### src/rtl/cycle_pulse_pkg.sv
package cycle_pulse_pkg;
  localparam int SEL_W = 2;
  localparam logic [SEL_W-1:0] SEL_CMP_HI = 2'd0;
  localparam logic [SEL_W-1:0] SEL_CMP_LO = 2'd1;
  localparam logic [SEL_W-1:0] SEL_LEN    = 2'd2;

  typedef enum logic [1:0] {
    ST_IDLE = 2'd0,
    ST_WAIT = 2'd1,
    ST_RUN  = 2'd2
  } genState_t;

  typedef struct packed {
    logic capture;
    logic fire;
    logic tick;
    logic clear;
  } genStrobes_t;

  typedef struct packed {
    logic reached;
    logic cntDone;
  } genStatus_t;
endpackage

### src/rtl/cycle_pulse_dp.sv
module cycle_pulse_dp
  import cycle_pulse_pkg::*;
#(
  parameter int REG_W = 32,
  parameter int LEN_W = 32,
  localparam int TIME_W = 2 * REG_W
) (
  input  logic              clk,
  input  logic              rst_n,
  input  logic [TIME_W-1:0] timeNs,
  input  logic              wrEn,
  input  logic [SEL_W-1:0]  wrSel,
  input  logic [REG_W-1:0]  wrData,
  input  genStrobes_t       strobes,
  output genStatus_t        status,
  output logic              pulse
);
  logic [REG_W-1:0]  cmpHiQ, cmpLoQ;
  logic [TIME_W-1:0] activeCmpQ;
  logic [LEN_W-1:0]  periodQ, cntQ;
  logic              pulseQ;

  // staged compare halves, writable at any time
  always_ff @(posedge clk or negedge rst_n) begin
    if (!rst_n) begin
      cmpHiQ <= '0;
      cmpLoQ <= '0;
    end else if (wrEn) begin
      if (wrSel == SEL_CMP_HI) cmpHiQ <= wrData;
      if (wrSel == SEL_CMP_LO) cmpLoQ <= wrData;
    end
  end

  // atomic capture of compare and period at arming
  always_ff @(posedge clk or negedge rst_n) begin
    if (!rst_n) begin
      activeCmpQ <= '0;
      periodQ    <= '0;
    end else if (strobes.capture) begin
      activeCmpQ <= {cmpHiQ, cmpLoQ};
      periodQ    <= wrData[LEN_W-1:0];
    end
  end

  always_ff @(posedge clk or negedge rst_n) begin
    if (!rst_n) begin
      cntQ   <= '0;
      pulseQ <= 1'b0;
    end else begin
      pulseQ <= strobes.fire;
      if (strobes.fire)      cntQ <= periodQ - LEN_W'(1);
      else if (strobes.tick) cntQ <= cntQ - LEN_W'(1);
    end
  end

  assign status.reached = (timeNs >= activeCmpQ);
  assign status.cntDone = (cntQ == '0);
  assign pulse          = pulseQ;

  // the live compare only changes on an arming capture
  a_r6_cmp_hold: assert property (@(posedge clk) disable iff (!rst_n)
    !strobes.capture |=> $stable(activeCmpQ));
  // the live period only changes on an arming capture
  a_r7_period_hold: assert property (@(posedge clk) disable iff (!rst_n)
    !strobes.capture |=> $stable(periodQ));
  // with a period above one, a pulse is never followed directly by another
  a_r4_spacing: assert property (@(posedge clk) disable iff (!rst_n)
    (pulseQ && periodQ > LEN_W'(1) && !strobes.capture) |=> !pulseQ);
endmodule

### src/rtl/cycle_pulse_ctrl.sv
module cycle_pulse_ctrl
  import cycle_pulse_pkg::*;
#(
  parameter int REG_W = 32
) (
  input  logic             clk,
  input  logic             rst_n,
  input  logic             wrEn,
  input  logic [SEL_W-1:0] wrSel,
  input  logic [REG_W-1:0] wrData,
  input  genStatus_t       status,
  output genStrobes_t      strobes,
  output logic             armed
);
  genState_t stateQ, stateD;
  logic lenWr, armWr, disWr;

  assign lenWr = wrEn && (wrSel == SEL_LEN);
  assign armWr = lenWr && (wrData != '0);
  assign disWr = lenWr && (wrData == '0);

  always_comb begin
    stateD  = stateQ;
    strobes = '0;
    if (disWr) begin
      strobes.clear = 1'b1;
      stateD        = ST_IDLE;
    end else begin
      unique case (stateQ)
        ST_IDLE: if (armWr) begin
          strobes.capture = 1'b1;
          stateD          = ST_WAIT;
        end
        ST_WAIT: if (status.reached) begin
          strobes.fire = 1'b1;
          stateD       = ST_RUN;
        end
        ST_RUN: begin
          if (status.cntDone) strobes.fire = 1'b1;
          else                strobes.tick = 1'b1;
        end
        default: stateD = ST_IDLE;
      endcase
    end
  end

  always_ff @(posedge clk or negedge rst_n) begin
    if (!rst_n) stateQ <= ST_IDLE;
    else        stateQ <= stateD;
  end

  assign armed = (stateQ != ST_IDLE);

  // a zero period write always returns to idle
  a_r5_disarm: assert property (@(posedge clk) disable iff (!rst_n)
    disWr |=> stateQ == ST_IDLE);
  // reaching the start time while waiting moves to running
  a_r3_start: assert property (@(posedge clk) disable iff (!rst_n)
    (stateQ == ST_WAIT && status.reached && !disWr) |=> stateQ == ST_RUN);
  // arming from idle leads to waiting
  a_r2_arm: assert property (@(posedge clk) disable iff (!rst_n)
    (stateQ == ST_IDLE && armWr) |=> stateQ == ST_WAIT);
  a_r2_strobe_excl: assert property (@(posedge clk) disable iff (!rst_n)
    $onehot0(strobes));
endmodule

### src/rtl/cycle_pulse_gen.sv
module cycle_pulse_gen
  import cycle_pulse_pkg::*;
#(
  parameter int REG_W = 32,
  parameter int LEN_W = 32
) (
  input  logic               clk,
  input  logic               rst_n,
  input  logic [2*REG_W-1:0] timeNs,
  input  logic               wrEn,
  input  logic [SEL_W-1:0]   wrSel,
  input  logic [REG_W-1:0]   wrData,
  output logic               armed,
  output logic               cyclePulse
);
  genStrobes_t strobes;
  genStatus_t  status;

  cycle_pulse_ctrl #(.REG_W(REG_W)) u_ctrl (
    .clk(clk), .rst_n(rst_n), .wrEn(wrEn), .wrSel(wrSel), .wrData(wrData),
    .status(status), .strobes(strobes), .armed(armed)
  );

  cycle_pulse_dp #(.REG_W(REG_W), .LEN_W(LEN_W)) u_dp (
    .clk(clk), .rst_n(rst_n), .timeNs(timeNs), .wrEn(wrEn), .wrSel(wrSel),
    .wrData(wrData), .strobes(strobes), .status(status), .pulse(cyclePulse)
  );

  // no pulse unless the block was armed in the previous cycle
  a_r1_quiet: assert property (@(posedge clk) disable iff (!rst_n)
    !$past(armed) |-> !cyclePulse);
endmodule

### config.mk
export PLATFORM = sky130hd
export DESIGN_NAME = cycle_pulse_gen
export DESIGN_NICKNAME = d
export VERILOG_FILES = /design/src/rtl/cycle_pulse_pkg.sv /design/src/rtl/cycle_pulse_dp.sv /design/src/rtl/cycle_pulse_ctrl.sv /design/src/rtl/cycle_pulse_gen.sv
export SDC_FILE = /design/constraint.sdc
export NUM_CORES = 1
export LEC_CHECK = 0
export BUFFER_PORTS_ARGS = -buffer_cell sky130_fd_sc_hd__buf_4
export CORE_MARGIN = 2
export CORE_UTILIZATION = 40
export CTS_CLUSTER_SIZE = 16
export DETAILED_ROUTE_END_ITERATION = 8
export PLACE_DENSITY = 0.69
export REMOVE_ABC_BUFFERS = 1
export SLEW_MARGIN = 0
export SYNTH_ARGS = -nofsm -noshare
export SYNTH_HDL_FRONTEND = slang
export SYNTH_SLANG_ARGS = --single-unit
### constraint.sdc
create_clock -name clk -period 6.2 [get_ports clk]
set_input_delay 0.62 -clock clk [delete_from_list [all_inputs] [get_ports clk]]
set_output_delay 0.62 -clock clk [all_outputs]
set_load 0.05 [all_outputs]
==> results summary <==
The share of synthesized registers carrying an async set or reset is 100%. The final worst-path cycle share came out at approximately four fifths. Setup repair after global routing left no endpoint under its margin. During synthesis, Yosys emitted a total of 0 warnings. The number of global-route vias before repair is approximately 6,600. Clock tree synthesis selected as its root buffer the cell sky130_fd_sc_hd__clkbuf_16. Relative to the synthesized area, the layout overhead comes to 17.3%. The count of unique library cells instantiated by Yosys is about 50. The required time of the critical path came out at 6490 ps.

The smallest setup slack after layout is 1130 ps. Counting flops with a built-in enable in the synthesized netlist gives 0. The max-cap check violation count is 0. The clock tree skew after final layout is 25.5 ps.

The worst path needs between 5000 and 6000 ps of the cycle, external delays included. The sequential fraction of the synthesis area is 48.4%. The average detailed-routed wire length per instance came out at around 16 um. The detailed router's first-iteration violation count is between 300 and 400. The chip height came out at 163 um. By instance count, the leading cell after synthesis is sky130_fd_sc_hd__dfrtp_1. On the critical path, the stage with the largest delay is an instance of sky130_fd_sc_hd__a221oi_1. The initial core utilization is 40.4%.

The critical path goes through ha_1, nand2b_1, a2111o_1, a221oi_1, o311ai_0, a221oi_1, a21oi_4, mux2i_1, ha_1, nand3b_1, nor4_1, nand2_1, or3_1, nor4b_1, xnor2_1, mux2i_1. The cell row count is a little under 60. The number of cells upsized or downsized after cts is 0. For the worst-skew pair, the clock arrives at the later sink with an insertion delay of 440 ps. The setup-violating endpoint count in the final report came out at 0.

The maximum clock path buffer count came out at 2. Summing all placed instances gives a cell area of roughly 11,000 um2. Once layout is done, the placed cells without fillers occupy ~12,000 um2. The number of hold violations in the final report came out at 0. The startpoint identified for the worst register-to-register timing path is u_dp.activeCmpQ[0].

The final total negative setup slack came out at 0 ps. The cell count after synthesis is between 800 and 900. The mean area per synthesized cell is 11.7 um2. The top fanout value on the critical path came out at 6. The number of max-slew violations in the final report came to 0. Across all hold checks on the routed design, the worst slack comes to between 200 and 300 ps. The number of buffer cells added on primary ports is between 100 and 150. The length of the first detailed-routing pass in iterations is 4. The congestion estimate from routability-driven global placement came to between 0.8 and 0.9. The final-stage net count is between 1,000 and 1,500. After clock tree synthesis, the clock-pin slew on the worst setup and hold paths is about 80 ps. The die area is about 26,000 um2.

The most used flip-flop cell after synthesis is sky130_fd_sc_hd__dfrtp_1. The flop-to-flop setup slack came out at around 1100 ps. The worst setup slack after placement is 709 ps. The combined global-route utilization of all metal layers came out at 16.9%. At the pin with the least slew margin, the transition time is 953 ps.

The post-layout total power came out at 4.79 mW. For this design, the sink count on the clock tree is between 150 and 200. The hold-fix buffer count after cts is 0. The worst setup path is captured at a flip-flop. The global-route wire length before repair is approximately 35 mm. The classification of the worst setup path is flip-flop to flip-flop.

The maximum clock frequency came out at between 150 and 200 MHz. The synthesized design contains 195 register bits. The endpoint identified for the worst register-to-register timing path is u_dp.cntQ[28]. The remaining routing DRC violations is 0. The number of antenna violations at the first check in global routing came out at 0. The number of inserted diodes came out at 0. The number of buffers and inverters on the critical path is 0.

In this design, the largest share of critical-path delay is due to simple AND/OR/NAND/NOR gates. The post-CTS setup buffer count is 0. The total core area is between 20,000 and 25,000 um2. By count the netlist is led by 195 x sky130_fd_sc_hd__dfrtp_1, 160 x sky130_fd_sc_hd__mux2_2, 72 x sky130_fd_sc_hd__inv_1, 69 x sky130_fd_sc_hd__ha_1, 39 x sky130_fd_sc_hd__nand2_1. The netlist area before placement is 10,100 um2. STA puts the critical path data arrival time at ~5400 ps. Cells with a size suffix above 1 make up around a third of the layout. In this run the worst hold path is classified as input pin to asynchronous set/reset pin.

The ratio of total power to cell area came out at 406 nW/um2. The relative slew slack came out at 36.5%. The count of antenna-violating nets left after detailed routing came out at 0.

The maximum number of pins on one net before global-route repair is between 100 and 150. The number of cells on the worst reg-to-reg path is 16. The sum of net half-perimeters after detailed placement came out at approximately 16 mm. The via count came out at between 6,000 and 7,000. The final global-route overflow total came out at 0. In this run the number of H-tree levels came out at 4.

After detailed routing, the number of vias per cell comes to 5.17. TritonCTS built the clock tree. Summed over all layers, the routed wires come to 21.1 mm. The maximum VDD drop is 0.207 mV. The number of buffers created by CTS is 17.

The flow ran to the end, and the final reports show no timing, DRC or antenna violations. The worst setup path is launched from a flip-flop. For this design the static power due to leakage is between 5 and 6 nW. The count of pins on the block boundary is approximately 100. Sorting the synthesized cells by area gives the leading types as sky130_fd_sc_hd__dfrtp_1 48%, sky130_fd_sc_hd__mux2_2 18%, sky130_fd_sc_hd__ha_1 8.6%. The largest stage delay on the critical path came out at a little under 600 ps.

The synthesized design spends more area on one cell type than any other, namely sky130_fd_sc_hd__dfrtp_1. The synthesized design devotes to its leading area cell type approximately half of total area. The horizontal die dimension came out at roughly 160 um.
cell usage in the layout (no fill, tap or decap), types with 23 or more instances in the layout:
cell type	count
sky130_fd_sc_hd__xnor2_1	37
sky130_fd_sc_hd__o21ai_0	23
sky130_fd_sc_hd__dfrtp_1	195
sky130_fd_sc_hd__a21oi_1	30
sky130_fd_sc_hd__inv_1	72
sky130_fd_sc_hd__buf_4	109
sky130_fd_sc_hd__nor2_1	38
sky130_fd_sc_hd__nor4_1	24
sky130_fd_sc_hd__mux2_2	160
sky130_fd_sc_hd__nand2_1	39
sky130_fd_sc_hd__ha_1	69
final cells by class:
class                   count  area (um2)
fillers                  2304       13200
flip-flops and latches    195        4880
multi-input cells         572        4860
repair buffers            110         832
clock buffers              18         439
well taps                 330         413
inverters                  72         270
clock inverters            13         116
how the worst max path moves through the flow:
stage                             from                 end  slack [ps]  cells after the start
floorplan                    wrData[2]  u_dp.activeCmpQ[0]       -2850                      4
detailed placement           timeNs[0]       u_dp.cntQ[28]         710                     18
finish              u_dp.activeCmpQ[0]       u_dp.cntQ[28]        1130                     16
global route        u_dp.activeCmpQ[0]       u_dp.cntQ[28]         650                     16
global placement             timeNs[0]       u_dp.cntQ[28]         870                     18
CTS                 u_dp.activeCmpQ[0]       u_dp.cntQ[28]        1080                     16
registers in the layout, summed over array words and instances, names as in the netlist:
name,count
u_dp.pulse,1
u_dp.cmpLoQ,32
u_ctrl.stateQ,2
u_dp.cmpHiQ,32
u_dp.cntQ,32
u_dp.activeCmpQ,64
u_dp.periodQ,32
logic make-up after synthesis:
| logic type | after synthesis | synth area share [%] |
|---|---|---|
| AO/OA/AOI/OAI | 87 | 5.28 |
| XOR/XNOR | 56 | 4.87 |
| adder cells (fa/ha/maj) | 69 | 8.57 |
| buffers and inverters | 96 | 3.65 |
| flip-flops | 195 | 48.4 |
| multiplexers | 176 | 19.5 |
| AND/OR/NAND/NOR | 184 | 9.72 |
stage by stage:
step                      std cells  util (%)
final                          1310      47.3
after global routing           1310      47.3
after CTS                      1310      47.3
after detailed placement       1279      45.1
after global placement         1279      45.1
after floorplan                 839         -
routing by layer:
metal	up-vias	routed length (um)	GRT usage (%)
met1	3375	9990	23.4
met4	0	328	5.27
met2	91	10300	27.1
met3	14	538	2.80
li1	3288	-	-
met5	-	0	0
report_power, final:
group          internal (mW)  switching, mW  total (mW)
registers               1.77          0.383        2.15
clock network          0.537          0.506        1.04
logic                  0.839          0.760        1.60
total                   3.14           1.65        4.79
Power figures use the tool's default switching activity.
